$ cat src/rtl/susp_pkg.sv
package susp_pkg;
  typedef enum logic [1:0] {
    ST_RUN    = 2'd0,
    ST_SUSP   = 2'd1,
    ST_OSCW   = 2'd2,
    ST_SETTLE = 2'd3
  } pwr_state_e;
endpackage

$ cat src/rtl/susp_reg_decode.sv
module susp_reg_decode #(
  parameter int          ADDR_W   = 8,
  parameter int          DATA_W   = 8,
  parameter logic [7:0]  SC_ADDR  = 8'hFF,
  parameter int          SUSP_BIT = 3,
  parameter int          RUN_BIT  = 0
) (
  input  logic              wr_en,
  input  logic [ADDR_W-1:0] addr,
  input  logic [DATA_W-1:0] wdata,
  output logic              enter_req,
  output logic              run_req
);
  localparam logic [ADDR_W-1:0] MATCH = ADDR_W'(SC_ADDR);

  logic hit;

  always_comb begin
    hit       = wr_en && (addr == MATCH);
    enter_req = hit && wdata[SUSP_BIT];
    run_req   = wdata[RUN_BIT];
  end
endmodule

$ cat src/rtl/susp_wake_detect.sv
module susp_wake_detect #(
  parameter int N_GPIO = 8,
  parameter int N_DN   = 4
) (
  input  logic [N_GPIO-1:0] gpio_req,
  input  logic [N_GPIO-1:0] gpio_en,
  input  logic              up_active,
  input  logic [N_DN-1:0]   dn_active,
  output logic              wake
);
  logic [N_GPIO-1:0] gpio_live;

  genvar g;
  generate
    for (g = 0; g < N_GPIO; g++) begin : g_mask
      assign gpio_live[g] = gpio_req[g] & gpio_en[g];
    end
  endgenerate

  always_comb begin
    wake = (|gpio_live) | up_active | (|dn_active);
  end
endmodule

$ cat src/rtl/susp_seq.sv
module susp_seq
  import susp_pkg::*;
#(
  parameter int SETTLE_CYC = 48000
) (
  input  logic       clk,
  input  logic       rst_n,
  input  logic       enter_req,
  input  logic       run_req,
  input  logic       wake,
  input  logic       osc_stable,
  output pwr_state_e state_o,
  output logic       enter_fire_o
);
  localparam int              CNT_W = (SETTLE_CYC < 2) ? 1 : $clog2(SETTLE_CYC);
  localparam logic [CNT_W-1:0] LAST = CNT_W'(SETTLE_CYC - 1);

  pwr_state_e       st_q, st_d;
  logic             run_q, run_d, run_ld;
  logic [CNT_W-1:0] cnt_q, cnt_d;
  logic             cnt_en, cnt_clr;

  always_comb begin
    st_d    = st_q;
    run_ld  = 1'b0;
    cnt_en  = 1'b0;
    cnt_clr = 1'b0;
    case (st_q)
      ST_RUN: begin
        if (enter_req) begin
          st_d   = ST_SUSP;
          run_ld = 1'b1;
        end
      end
      ST_SUSP: begin
        if (wake && run_q) st_d = ST_OSCW;
      end
      ST_OSCW: begin
        if (osc_stable) begin
          st_d    = ST_SETTLE;
          cnt_clr = 1'b1;
        end
      end
      ST_SETTLE: begin
        if (!osc_stable)          st_d   = ST_OSCW;
        else if (cnt_q == LAST)   st_d   = ST_RUN;
        else                      cnt_en = 1'b1;
      end
      default: st_d = ST_RUN;
    endcase
  end

  always_comb begin
    run_d = run_ld ? run_req : run_q;
    if (cnt_clr)     cnt_d = '0;
    else if (cnt_en) cnt_d = cnt_q + CNT_W'(1);
    else             cnt_d = cnt_q;
  end

  always_ff @(posedge clk or negedge rst_n) begin
    if (!rst_n) begin
      st_q  <= ST_RUN;
      run_q <= 1'b1;
      cnt_q <= '0;
    end else begin
      st_q  <= st_d;
      run_q <= run_d;
      cnt_q <= cnt_d;
    end
  end

  assign state_o      = st_q;
  assign enter_fire_o = (st_q == ST_RUN) && enter_req;
endmodule

$ cat src/rtl/susp_out.sv
module susp_out
  import susp_pkg::*;
(
  input  logic       clk,
  input  logic       rst_n,
  input  pwr_state_e state,
  input  logic       enter_fire,
  input  logic       instr_done,
  output logic       osc_en,
  output logic       pll_en,
  output logic       frt_en,
  output logic       wdt_en,
  output logic       core_ready,
  output logic       irq_hold
);
  logic hold_q, hold_d, running;

  always_comb begin
    running    = (state == ST_RUN);
    osc_en     = (state != ST_SUSP);
    pll_en     = (state != ST_SUSP);
    frt_en     = running;
    wdt_en     = running;
    core_ready = running;
    if (enter_fire)                      hold_d = 1'b1;
    else if (running && instr_done)      hold_d = 1'b0;
    else                                 hold_d = hold_q;
  end

  always_ff @(posedge clk or negedge rst_n) begin
    if (!rst_n) hold_q <= 1'b0;
    else        hold_q <= hold_d;
  end

  assign irq_hold = hold_q;
endmodule

$ cat src/rtl/susp_wake_ctrl.sv
module susp_wake_ctrl
  import susp_pkg::*;
#(
  parameter int         N_GPIO     = 8,
  parameter int         N_DN       = 4,
  parameter int         SETTLE_CYC = 48000,
  parameter logic [7:0] SC_ADDR    = 8'hFF,
  parameter int         SUSP_BIT   = 3,
  parameter int         RUN_BIT    = 0
) (
  input  logic              clk,
  input  logic              rst_n,
  input  logic              io_wr_en,
  input  logic [7:0]        io_addr,
  input  logic [7:0]        io_wdata,
  input  logic [N_GPIO-1:0] gpio_irq_req,
  input  logic [N_GPIO-1:0] gpio_irq_en,
  input  logic              usb_up_active,
  input  logic [N_DN-1:0]   usb_dn_active,
  input  logic              osc_stable,
  input  logic              instr_done,
  output logic              osc_en,
  output logic              pll_en,
  output logic              frt_en,
  output logic              wdt_en,
  output logic              core_ready,
  output logic              irq_hold
);
  logic [1:0] rst_pipe;
  logic       rst_sync_n;
  logic       enter_req, run_req, wake, enter_fire;
  pwr_state_e state;

  always_ff @(posedge clk or negedge rst_n) begin
    if (!rst_n) rst_pipe <= 2'b00;
    else        rst_pipe <= {rst_pipe[0], 1'b1};
  end
  assign rst_sync_n = rst_pipe[1];

  susp_reg_decode #(
    .ADDR_W(8), .DATA_W(8), .SC_ADDR(SC_ADDR),
    .SUSP_BIT(SUSP_BIT), .RUN_BIT(RUN_BIT)
  ) u_dec (
    .wr_en(io_wr_en), .addr(io_addr), .wdata(io_wdata),
    .enter_req(enter_req), .run_req(run_req)
  );

  susp_wake_detect #(.N_GPIO(N_GPIO), .N_DN(N_DN)) u_wake (
    .gpio_req(gpio_irq_req), .gpio_en(gpio_irq_en),
    .up_active(usb_up_active), .dn_active(usb_dn_active),
    .wake(wake)
  );

  susp_seq #(.SETTLE_CYC(SETTLE_CYC)) u_seq (
    .clk(clk), .rst_n(rst_sync_n),
    .enter_req(enter_req), .run_req(run_req), .wake(wake),
    .osc_stable(osc_stable),
    .state_o(state), .enter_fire_o(enter_fire)
  );

  susp_out u_out (
    .clk(clk), .rst_n(rst_sync_n),
    .state(state), .enter_fire(enter_fire), .instr_done(instr_done),
    .osc_en(osc_en), .pll_en(pll_en), .frt_en(frt_en), .wdt_en(wdt_en),
    .core_ready(core_ready), .irq_hold(irq_hold)
  );
endmodule

$ cat config.mk
export PLATFORM = sky130hd
export DESIGN_NAME = susp_wake_ctrl
export DESIGN_NICKNAME = d
export VERILOG_FILES = /design/src/rtl/susp_pkg.sv /design/src/rtl/susp_reg_decode.sv /design/src/rtl/susp_wake_detect.sv /design/src/rtl/susp_seq.sv /design/src/rtl/susp_out.sv /design/src/rtl/susp_wake_ctrl.sv
export SDC_FILE = /design/constraint.sdc
export NUM_CORES = 1
export LEC_CHECK = 0
export ABC_AREA = 0
export ABC_CLOCK_PERIOD_IN_PS = 1500
export BUFFER_PORTS_ARGS = -buffer_cell sky130_fd_sc_hd__buf_2
export CORE_MARGIN = 1.5
export CORE_UTILIZATION = 48
export DETAILED_ROUTE_END_ITERATION = 8
export PLACE_DENSITY = 0.83
export SLEW_MARGIN = 0
export SYNTH_ARGS = -nofsm -noshare
export SYNTH_HDL_FRONTEND = slang
export SYNTH_SLANG_ARGS = --single-unit
$ cat constraint.sdc
create_clock -name clk -period 1.5 [get_ports clk]
set_input_delay 0.375 -clock clk [delete_from_list [all_inputs] [get_ports clk]]
set_output_delay 0.375 -clock clk [all_outputs]
set_load 0.01 [all_outputs]
## Yosys cells after proc, flatten, opt, wreduce, memory -nomap -nowiden

Index checks and enable logic that the tools add are counted.

| operators by class | value |
|---|---|
| add/sub/neg operators | 1 |
| equal/unequal tests | 10 |
| mux-type cells | 17 |
| bitwise gates (word level) | 10 |
| reduce and logical (&&, ||, !) cells | 11 |

Operators with widths:

| kind | count |
|---|---|
| $mux 16 | 2 |
| $add 16x1->16 const B | 1 |
| $eq 16x16->1 const B | 1 |
| $mux 2 | 5 |
| $mux 1 | 9 |
| $and 1x1->1 | 8 |
| $eq 8x8->1 const B | 1 |
| $pmux 2 s4 | 1 |
| $reduce_or 8->1 | 1 |
| $ne 2x1->1 const B | 3 |
| $logic_and 1x1->1 | 5 |
| $eq 2x2->1 const B | 2 |
| $reduce_and 4->1 | 1 |
| $reduce_bool 2->1 | 2 |
| $reduce_or 4->1 | 1 |
| $ne 3x2->1 const B | 1 |
| $eq 2x1->1 const B | 1 |
| $logic_not 2->1 | 1 |
| $ne 2x2->1 const B | 1 |
| $or 1x1->1 | 2 |

| word-level totals | value |
|---|---|
| flip-flop bits (word level) | 22 |
| input port bits | 42 |
| output and inout port bits | 6 |
| logic and storage cells | 54 |

## Logic depth before layout (Yosys ltp)

Gate-level depths: netlist of the first run.

| depth | value |
|---|---|
| word-level depth | 7 |
| gate-level depth with buffers | 6 |
| mapped depth without buffers | 5 |

## By module

A second synthesis of the first run with hierarchy kept.

| unflattened totals | value |
|---|---|
| cell total of the unflattened synthesis | 143 |
| area total of the unflattened synthesis | 1333.8 µm² |

Modules (own cells, without submodules):

| module | instances | cells an instance | area each (µm²) | seq. area each (µm²) |
|---|---|---|---|---|
| susp_seq | 1 | 120 | 1114.8 | 476.7 |
| susp_out | 1 | 9 | 71.3 | 25.0 |
| susp_wake_detect | 1 | 6 | 60.1 | 0.0 |
| susp_wake_ctrl | 1 | 3 | 53.8 | 50.0 |
| susp_reg_decode | 1 | 5 | 33.8 | 0.0 |

## Worst setup path before layout of the first run

No wires, ideal clock.

| timing path | value |
|---|---|
| path type | register -> register |
| start | register u_seq.cnt_q[0] |
| end | register u_seq.cnt_q[14] |
| library setup time | 0.077 ns |
| arrival | 1.641 ns |
| data required time | 1.423 ns |
| setup slack | -0.218 ns |
| stages on the path, launching flop included | 7 |
| path buffers | 1 |
| clock period less this slack | 1.718 ns |
| cell sequence | dfrtp_1 -> ha_1 -> nand2_1 -> or3_1 -> clkbuf_2 -> or4_1 -> a21oi_1 |

| on the way | value |
|---|---|
| word-level cells in the longest chain between the ends | 5 |
| elaborated cells on any way between the ends | 8 |
| those cells by class | add/sub: 1; eq/ne: 1; mux: 5; reduce/logical: 1 |

Ends and longest elaborated chain:

| item | RTL line | text |
|---|---|---|
| start: declaration | susp_seq.sv:20 | `logic [CNT_W-1:0] cnt_q, cnt_d;` |
| start signal: assignment | susp_seq.sv:68 | `cnt_q <= cnt_d;` |
| parallel branches: the longest is 5 deep, another holds $add 16x1->16 | -- |  |

Several ways; the timed one is not identified. The select of a mux whose other input is x is not followed.
A chain may end at the register's enable or synchronous reset.

## Final worst setup path of the first run

| timing path | value |
|---|---|
| start | register u_seq.cnt_q[1] |
| end | register u_seq.cnt_q[4] |

Same word-level chain as after synthesis.

==> results of run 1 <==
## state kept, by name (all words and copies together), names as in the netlist
signal,flops
u_seq.cnt_q,16
rst_pipe,2
u_seq.state_o,2
u_out.irq_hold,1
u_seq.run_q,1
## what timing repair did
item / CTS / global route
hold buffers: 1 / 0
gates resized for setup: 20 / 30
setup endpoints to repair: 19 / 21
gates cloned: 1 / 0
buffers inserted: 7 / 8
pin swaps: 17 / 17
hold endpoints to repair: 2 / 0
## layout by cell type (no fill, tap or decap), types with 3 or more instances in the layout
master    count
a22oi_1       3
nand2_1      13
nand2b_1      3
mux2i_1       4
clkbuf_4      3
inv_1         3
a21oi_1       9
buf_6        11
nand4_1       3
nand3_2       3
or4_1         5
dfrtp_1      20
buf_2        36
o31ai_1       5
or4_4         3
nand3_1      10
buf_4        37
## final cells by class
| type | instances | area (um2) |
|---|---|---|
| clock buffer | 4 | 36.28 |
| fill | 135 | 420.4 |
| inverter | 4 | 15.01 |
| multi-input combinational | 105 | 845.8 |
| sequential | 22 | 553.0 |
| tap | 30 | 37.54 |
| timing repair buffer | 85 | 591.8 |
## Yosys cell counts
| cell | count |
|---|---|
| nor4_1 | 2 |
| and3_1 | 4 |
| dfstp_2 | 1 |
| nor2_1 | 3 |
| a22oi_1 | 4 |
| clkbuf_1 | 3 |
| nand2b_1 | 3 |
| dfrtp_1 | 21 |
| xnor2_1 | 1 |
| o21ai_0 | 4 |
| o221ai_1 | 1 |
| or3_1 | 3 |
| o31ai_1 | 6 |
| inv_1 | 4 |
| nor3_1 | 4 |
| or4_2 | 1 |
| nand4_1 | 3 |
| o31a_1 | 1 |
| o311ai_0 | 1 |
| o41ai_1 | 2 |
| and4_2 | 1 |
| nand3_1 | 14 |
| nand2_1 | 14 |
| mux2i_1 | 4 |
| clkbuf_2 | 1 |
| nand4bb_1 | 1 |
| ha_1 | 1 |
| a21oi_1 | 11 |
| or4_1 | 7 |
| buf_4 | 5 |
| nor2b_1 | 1 |
| o21a_1 | 2 |
| a21o_1 | 1 |
| nand4b_1 | 1 |
| and4_1 | 2 |
| mux2_2 | 1 |
| conb_1 | 1 |
## worst paths after layout
| kind | start | endpoint |
|---|---|---|
| worst max-delay path | u_seq.cnt_q[1] | u_seq.cnt_q[4] |
| min in group clk | io_wdata[0] | u_seq.run_q |
| worst min register to register | rst_pipe[1] | u_seq.cnt_q[8] |
| worst min-delay path | rst_pipe[1] | u_seq.cnt_q[8] |
| max in group asynchronous | rst_pipe[1] | u_seq.run_q |
| worst max register to register | u_seq.cnt_q[1] | u_seq.cnt_q[4] |
## cells by family after synthesis
family | share of synthesized area
XOR/XNOR | 0.006864
multiplexers | 0.04020
buffers and inverters | 0.05392
other | 0.002938
AND/OR/NAND/NOR | 0.2843
adder cells (fa/ha/maj) | 0.009802
AO/OA/AOI/OAI | 0.1696
flip-flops | 0.4324
## power breakdown
| group | internal, mW | switching (mW) | leakage (nW) | total [mW] |
|---|---|---|---|---|
| sequential | 0.648 | 0.0608 | 0.291 | 0.709 |
| clock | 0.149 | 0.191 | 0.0210 | 0.340 |
| combinational | 0.465 | 0.506 | 0.673 | 0.971 |
| total | 1.26 | 0.758 | 0.985 | 2.02 |
## layer usage
layer,global-route usage,routed length (um),vias up
met1,0.3613,1842,766
met3,0.06011,442,41
met2,0.5382,2502,112
li1,-,-,693
met5,0,0,-
met4,0.1583,284,0
## through the flow
stage          setup TNS (ns)  instances  hold slack [ns]  cell area (um2)
6_report               -4.606        250           0.1948             2079
5_1_grt                -6.259        250           0.2439             2079
4_1_cts                -2.536        245           0.2184             1892
3_5_place_dp           -1.953        232           0.1609             1720
3_3_place_gp           -1.270        232           0.1595             1720
2_1_floorplan         -0.5195        140          0.07941             1306
==> metrics.md, run 1 <==
| Metric | Value |
|---|---|
| Status | finished with violations |
| Failing checks | negative setup slack |
| CP Buf/Inv Count | 2 |
| Post-layout util | 0.8318 |
| Worst min-delay path category | flop to asynchronous set/reset pin |
| First-pass GRT wire length | 6.499 mm |
| Delay of the slowest critical-path stage | 0.47 ns |
| CP delay by family, top | simple AND/OR/NAND/NOR gates |
| Share of layout cells above drive strength 1 | 0.5500 |
| Fin crit period | 1.857 ns |
| # rows | 18 |
| Final Hold Viols | 0 |
| Drt wl/cell | 20.28 um |
| CP dominant cell by count | buf_4 |
| Initial antenna violation count | 0 |
| Io pins | 48 |
| Die width | 54.57 um |
| Starting Density | 0.5105 |
| Yosys reg bits | 22 |
| Gate Count Post-Synth | 140 |
| Fin. max-slew vios | 0 |
| CTS tree | yes |
| RSZ-0062 raised after global routing | true |
| Max Cap Viol | 0 |
| Clock Latency Late Sink | 0.32 ns |
| Synth cell types | 37 |
| Ant. Diodes | 0 |
| Post-synth top area cell | dfrtp_1 |
| Die Span Y | 54.57 um |
| Min setup slack post-route | -0.3573 ns |
| Cts bufs inserted | 3 |
| Worst-path maximum fanout | 4 |
| PortBufs | 41 |
| Grt ovf | 0 |
| Top post-synthesis cells by area | dfrtp_1 41%, nand3_1 5.5%, a21oi_1 4.3% |
| Worst-path clk slew | 0.13 ns |
| Synthesized area | 1276 um2 |
| Via/cell ratio | 6.448 |
| Final setup fails | 20 |
| Total GRT Usage | 0.3105 |
| Routed vias | 1612 |
| Vias in the first global route | 1459 |
| First DRT Iteration DRCs | 94 |
| Levels on crit path | 7 |
| Area growth, synth to finish | 62.94% |
| WP data arrival | 2.11 ns |
| CP max-delay cell | or4_4 |
| Fin crit share | 1.238 |
| Root buffer cell | clkbuf_4 |
| R2R depth | 7 |
| Power per cell area | 971.2 nW/um2 |
| Synth Net Count | 183 |
| Hpwl dp | 2.669 mm |
| CP startpoint kind | flop |
| Mean Syn Cell Area | 9.116 um2 |
| Largest net degree at the start of global routing | 21 |
| Core area | 2500 um2 |
| Max Root-Sink Buffers | 2 |
| VDD IR max | 0.001223 V |
| H-tree depth | 1 |
| Nets | 264 |
| Clock sink total | 22 |
| YS warnings | 0 |
| Flop2flop setup slack | -0.36 ns |
| CP endpoint kind | flop |
| P_leak | 0.9846 nW |
| Post-synthesis sequential area ratio | 0.4324 |
| DRT Wirelength | 5.071 mm |
| Die area | 2977 um2 |
| Routed Antenna Nets | 0 |
| Clock skew | 0.01291 ns |
| CP required | 1.75 ns |
| Fmax | 0.5384 GHz |
| Synth top area share | 0.4118 |
| Router iterations before antenna repair | 5 |
| Pre-CTS setup slack | -0.2418 ns |
| Worst setup path class | flop to flop |
| DRC errors left | 0 |
| Total Power | 2.020 mW |
| Crit-path cells | ha_4, nand4b_1, buf_4, nor4_4, buf_4, or4_4, a21oi_2 |
| Gp weighted congestion | 0.8924 |
Power figures use the tool's default switching activity.
==> run 2: changes to the inputs <==
--- a/config.mk
+++ b/config.mk
@@ -11,6 +11,7 @@
 export CORE_MARGIN = 1.5
 export CORE_UTILIZATION = 48
 export DETAILED_ROUTE_END_ITERATION = 8
+export MAX_ROUTING_LAYER = met4
 export PLACE_DENSITY = 0.83
 export SLEW_MARGIN = 0
 export SYNTH_ARGS = -nofsm -noshare
==> run 2 against run 1 <==
  * The run still ends with negative setup slack left
  * Register-to-register slack about the same
  * Power decreased by 1.3%
  * Via count decreased by 2.9%
==> metrics.md, run 2 (same netlist as run 1, synthesis figures left out) <==
| Metric | Value |
|---|---|
| Fin crit period | 1.860 ns (+0.002842 ns) |
| Area growth, synth to finish | 62.06% |
| Worst-path maximum fanout | 6 (+2) |
| Net Sw Power | 0.7338 mW (-3.2%) |
| Grt ovf | 0 (unchanged) |
| PortBufs | 41 (unchanged) |
| Initial antenna violation count | 0 (unchanged) |
| Router iterations before antenna repair | 4 (-1) |
| Starting Density | 0.5105 (unchanged) |
| R2R depth | 7 (unchanged) |
| # rows | 18 (unchanged) |
| Fmax | 0.5376 GHz (-0.15%) |
| Cts bufs inserted | 3 (unchanged) |
| CP dominant cell by count | buf_4 |
| WP data arrival | 2.11 ns (about the same) |
| H-tree depth | 1 (unchanged) |
| Total GRT Usage | 0.3193 (+0.008829) |
| Final Hold Viols | 0 (unchanged) |
| Share of power burned in registers | 0.357 (+0.006) |
| CP endpoint kind | flop |
| Via/cell ratio | 6.214 (-3.6%) |
| Max reg flops | 16 (unchanged) |
| Min setup slack post-route | -0.3601 ns (-0.002842 ns) |
| Commonest non-fill, non-tap cell in the layout | buf_4 |
| Max Cap Viol | 0 (unchanged) |
| CP required | 1.75 ns (about the same) |
| Hpwl dp | 2.669 mm (unchanged) |
| Worst setup path class | flop to flop |
| CP startpoint kind | flop |
| Io pins | 48 (unchanged) |
| First-pass GRT wire length | 6.520 mm (+0.32%) |
| Clock skew | 0.005883 ns (-0.007026 ns) |
| Routed vias | 1566 (-2.9%) |
| Combinational power share | 0.474 (-0.007) |
| Placed cell area | 1720 um2 (unchanged) |
| Max Root-Sink Buffers | 2 (unchanged) |
| Status | finished with violations |
| Nets | 266 (+0.76%) |
| Die width | 54.57 um (unchanged) |
| Worst R2R End | u_seq.cnt_q[12] |
| Clock sink total | 22 (unchanged) |
| Crit-path cells | ha_4, nand4b_1, buf_4, nor3_2, buf_4, or4_1, a21oi_1 |
| Delay of the slowest critical-path stage | 0.51 ns (+0.04 ns) |
| RSZ-0062 raised after global routing | true |
| Worst-path clk slew | 0.13 ns (about the same) |
| Root buffer cell | clkbuf_4 |
| Ant. Diodes | 0 (unchanged) |
| Die area | 2977 um2 (unchanged) |
| Worst min-delay path category | flop to asynchronous set/reset pin |
| Fin. max-slew vios | 0 (unchanged) |
| Int Pwr | 1.259 mW (-0.20%) |
| FF-to-FF Start | u_seq.cnt_q[1] |
| Failing checks | negative setup slack |
| Clock Latency Late Sink | 0.31 ns (about the same) |
| Share of layout cells above drive strength 1 | 0.5450 (-0.004955) |
| Clock share of power | 0.169 (about the same) |
| First DRT Iteration DRCs | 95 (+1.1%) |
| DRT Wirelength | 4.834 mm (-4.7%) |
| Switching share of power | 0.3682 (-0.007113) |
| Die Span Y | 54.57 um (unchanged) |
| P_leak | 0.9911 nW (+0.66%) |
| DRC errors left | 0 (unchanged) |
| Routed Antenna Nets | 0 (unchanged) |
| Largest net degree at the start of global routing | 21 (unchanged) |
| Reg with most FFs | u_seq.cnt_q |
| CTS tree | yes |
| Fin Setup TNS | -4.619 ns (-0.01369 ns) |
| Pre-CTS setup slack | -0.2418 ns (unchanged) |
| VDD IR max | 0.001027 V (-16%) |
| CP max-delay cell | or4_1 |
| Vias in the first global route | 1456 (-0.21%) |
| Most frequent cells in the layout | 39 x buf_4, 36 x buf_2, 21 x dfrtp_1, 13 x nand2_1, 11 x buf_6 |
| Final setup fails | 20 (unchanged) |
| Flop2flop setup slack | -0.36 ns (about the same) |
| Fin crit share | 1.240 (+0.001895) |
| Power per cell area | 963.6 nW/um2 (-0.79%) |
| Drt wl/cell | 19.18 um (-5.4%) |
| Core area | 2500 um2 (unchanged) |
| Post-route cell area | 2068 um2 (-0.54%) |
| Gp weighted congestion | 0.9075 (+1.7%) |
| Fill cells | 133 (-1.5%) |
run 2: cell count changes in the layout (fill, tap and decap cells not counted), sizes merged:
cell  change
buf       +2
run 2: layout make-up:
| class | count | area, um2 | share of cell area |
|---|---|---|---|
| clock buffer | 4 | 36.28 | 0.01754 |
| multi-input combinational | 105 | 820.8 | 0.3969 |
| sequential | 22 | 551.8 | 0.2668 |
| tap | 30 | 37.54 | 0.01815 |
| inverter | 4 | 15.01 | 0.007260 |
| timing repair buffer | 87 | 606.8 | 0.2934 |
run 2: routing by layer:
metal / track usage / vias up / share of wire
li1: - / 694 / -
met1: 0.3596 / 743 / 0.37
met2: 0.5442 / 96 / 0.50
met3: 0.06011 / 33 / 0.075
met4: 0.1500 / 0 / 0.056
met5: - / - / 0
run 2: how the worst max path moves through the flow:
stage	start	cells past startpoint	slack, ns	endpoint
2_1_floorplan	u_seq.cnt_q[0]	6	-0.11	u_seq.cnt_q[12]
3_3_place_gp	u_seq.cnt_q[1]	6	-0.17	u_seq.cnt_q[14]
3_5_place_dp	u_seq.cnt_q[1]	6	-0.24	u_seq.cnt_q[14]
4_1_cts	u_seq.cnt_q[0]	7	-0.22	u_seq.cnt_q[0]
5_1_grt	u_seq.cnt_q[0]	9	-0.42	u_seq.cnt_q[12]
6_report	u_seq.cnt_q[1]	7	-0.36	u_seq.cnt_q[12]
run 2: per-stage QoR:
step           cells  hold slack (ns)  utilization  total power, mW
6_report         252           0.2050       0.8273            1.993
5_1_grt          252           0.2508       0.8273            2.074
4_1_cts          245           0.2184       0.7568            1.704
3_5_place_dp     232           0.1609       0.6882            1.311
3_3_place_gp     232           0.1595       0.6882            1.283
2_1_floorplan    140          0.07941            -            1.085
run 2: power groups by stage:
stage	registers, mW	logic, mW	clock network, mW
floorplan	0.711	0.373	0
global placement	0.689	0.593	0
detailed placement	0.698	0.613	0
CTS	0.685	0.681	0.338
global route	0.711	0.996	0.366
finish	0.711	0.944	0.338
run 2: worst max-delay path: cells and delay by family, from the launching register on:
family	cells	cell delay, ns
flip-flops	1	0.43
AO/OA/AOI/OAI	1	0.17
buffers and inverters	2	0.32
adder cells (fa/ha/maj)	1	0.18
AND/OR/NAND/NOR	3	0.68
run 2: what timing repair did:
| item | in CTS | in global routing |
|---|---|---|
| pin swaps | 17 | 18 |
| endpoints found under the setup margin | 19 | 21 |
| hold buffers | 1 | 0 |
| endpoints found under the hold margin | 2 | 0 |
| gates resized for setup | 20 | 25 |
| cloned | 1 | 0 |
| buffers inserted | 7 | 9 |
==> run 3: changes to the inputs <==
--- a/config.mk
+++ b/config.mk
@@ -8,11 +8,12 @@
 export ABC_AREA = 0
 export ABC_CLOCK_PERIOD_IN_PS = 1500
 export BUFFER_PORTS_ARGS = -buffer_cell sky130_fd_sc_hd__buf_2
-export CORE_MARGIN = 1.5
+export CORE_MARGIN = 2
 export CORE_UTILIZATION = 48
 export DETAILED_ROUTE_END_ITERATION = 8
 export MAX_ROUTING_LAYER = met4
 export PLACE_DENSITY = 0.83
+export SKIP_CTS_REPAIR_TIMING = 1
 export SLEW_MARGIN = 0
 export SYNTH_ARGS = -nofsm -noshare
 export SYNTH_HDL_FRONTEND = slang
==> run 3 against run 2 <==
  * Power increased by 0.86%
  * Sequential power shrank 1%
  * Highest routed layer unchanged
  * Critical path depth down 1
  * Clock skew is 0.0044 ns higher
  * Hold slack better by 0.010 ns
  * The flow still finishes with violations (negative setup slack)
  * Cell count decreased by 3.2%
  * First-iteration DRC count is 58% higher
  * Sequential cell count is the same
==> metrics.md, run 3 (same netlist as run 1, synthesis figures left out) <==
| Metric | Value |
|---|---|
| Delay of the slowest critical-path stage | 0.48 ns (-0.03 ns) |
| Vias in the first global route | 1483 (+1.9%) |
| Drt wl/cell | 20.28 um (+5.7%) |
| Ant. Diodes | 0 (unchanged) |
| Clock Latency Late Sink | 0.32 ns (about the same) |
| Fin crit share | 1.278 (+0.03744) |
| Routed Antenna Nets | 0 (unchanged) |
| CP Buf/Inv Count | 2 (unchanged) |
| Share of layout cells above drive strength 1 | 0.5374 (-0.007662) |
| Clock sink total | 22 (unchanged) |
| P_leak | 0.9517 nW (-4.0%) |
| Power per cell area | 995.4 nW/um2 (+3.3%) |
| DRT Wirelength | 4.948 mm (+2.4%) |
| Max Cap Viol | 0 (unchanged) |
| Worst-path clk slew | 0.14 ns (about the same) |
| DRC errors left | 0 (unchanged) |
| CP max-delay cell | dfrtp_1 |
| # rows | 18 (unchanged) |
| Worst setup path class | flop to flop |
| CTS tree | yes |
| Core area | 2500 um2 (unchanged) |
| Worst min-delay path category | flop to asynchronous set/reset pin |
| Routed vias | 1560 (-0.38%) |
| Via/cell ratio | 6.393 (+2.9%) |
| CP endpoint kind | flop |
| CP delay by family, top | simple AND/OR/NAND/NOR gates |
| Io pins | 48 (unchanged) |
| Fin crit period | 1.916 ns (+0.05616 ns) |
| Largest net degree at the start of global routing | 21 (unchanged) |
| Fin. max-slew vios | 0 (unchanged) |
| Total Power | 2.010 mW (+0.86%) |
| Gp weighted congestion | 0.9406 (+3.6%) |
| First DRT Iteration DRCs | 150 (+58%) |
| CP required | 1.75 ns (about the same) |
| Fmax | 0.5218 GHz (-2.9%) |
| Die Span Y | 55.57 um (+1.8%) |
| Die width | 55.57 um (+1.8%) |
| WP data arrival | 2.17 ns (+0.06 ns) |
| Hold WS | 0.2150 ns (+0.01005 ns) |
| Fin cells | 244 (-3.2%) |
| Area growth, synth to finish | 58.24% |
| Dpl cells | 230 (-0.86%) |
| Max reg flops | 16 (unchanged) |
| Post-layout util | 0.8078 (-0.01952) |
| CP dominant cell by count | buf_4 |
| Hpwl dp | 2.801 mm (+4.9%) |
| H-tree depth | 1 (unchanged) |
| Die area | 3087 um2 (+3.7%) |
| Cts bufs inserted | 3 (unchanged) |
| PortBufs | 41 (unchanged) |
| Fin Setup TNS | -4.286 ns (+0.3336 ns) |
| RSZ-0062 raised after global routing | true |
| Total GRT Usage | 0.2801 (-0.03925) |
| Nets | 258 (-3.0%) |
| CP startpoint kind | flop |
| VDD IR max | 0.0008252 V (-20%) |
| Final Hold Viols | 0 (unchanged) |
| First-pass GRT wire length | 6.741 mm (+3.4%) |
| Min setup slack post-route | -0.4163 ns (-0.05616 ns) |
| Reg with most FFs | u_seq.cnt_q |
| Most frequent cells in the layout | 36 x buf_2, 34 x buf_4, 21 x dfrtp_1, 13 x nand2_1, 10 x nand3_1 |
| Clock skew | 0.01032 ns (+0.004434 ns) |
| Grt ovf | 0 (unchanged) |
| Crit-path cells | nand4b_1, buf_4, nor4_4, buf_4, o31ai_2, a21oi_1 |
| Starting Density | 0.5105 (unchanged) |
| Status | finished with violations |
| Final setup fails | 20 (unchanged) |
| Initial antenna violation count | 0 (unchanged) |
| Worst-path maximum fanout | 6 (unchanged) |
| Commonest non-fill, non-tap cell in the layout | buf_2 |
| Root buffer cell | clkbuf_4 |
| Max Root-Sink Buffers | 2 (unchanged) |
| Router iterations before antenna repair | 4 (unchanged) |
| Failing checks | negative setup slack |
==> run 3: cell types whose count changed in the layout (fill, tap and decap cells not counted), sizes merged <==
cell	change
buf	-8
==> run 3: area by class of cell <==
class / instances / area (um2)
Multi-Input combinational cell: 105 / 843.3
Sequential cell: 22 / 551.8
Timing Repair Buffer: 79 / 535.5
Fill cell: 144 / 480.5
Tap cell: 30 / 37.54
Clock buffer: 4 / 36.28
Inverter: 4 / 15.01
==> run 3: path summary, 6_finish.rpt <==
path	startpoint	to	slack [ns]	depth (start not counted)
worst max-delay path	u_seq.cnt_q[14]	u_seq.cnt_q[5]	-0.42	6
worst min-delay path	rst_pipe[1]	u_seq.cnt_q[7]	0.22	1
worst max register to register	u_seq.cnt_q[14]	u_seq.cnt_q[5]	-0.42	6
worst min register to register	rst_pipe[1]	u_seq.cnt_q[7]	0.22	1
max in group asynchronous	rst_pipe[1]	u_seq.run_q	1.00	1
min in group clk	io_wdata[0]	u_seq.run_q	0.29	2
==> run 3: through the flow <==
| step | cell area [um2] | setup slack [ns] |
|---|---|---|
| 2_1_floorplan | 1306 | -0.1142 |
| 3_3_place_gp | 1705 | -0.1781 |
| 3_5_place_dp | 1705 | -0.2585 |
| 4_1_cts | 1742 | -0.3150 |
| 5_1_grt | 2019 | -0.4313 |
| 6_report | 2019 | -0.4163 |
==> run 3: power by group <==
| group | internal [mW] | total (mW) | switching, mW |
|---|---|---|---|
| sequential | 0.649 | 0.703 | 0.0544 |
| clock | 0.149 | 0.351 | 0.202 |
| combinational | 0.468 | 0.956 | 0.488 |
==> run 3: per-layer routing <==
metal / track usage / vias up / wire, um / share of wire
li1: - / 680 / - / -
met1: 0.3288 / 751 / 1867 / 0.38
met2: 0.4711 / 100 / 2511 / 0.51
met3: 0.03981 / 29 / 321 / 0.065
met4: 0.1324 / 0 / 247 / 0.050
met5: - / - / 0 / 0
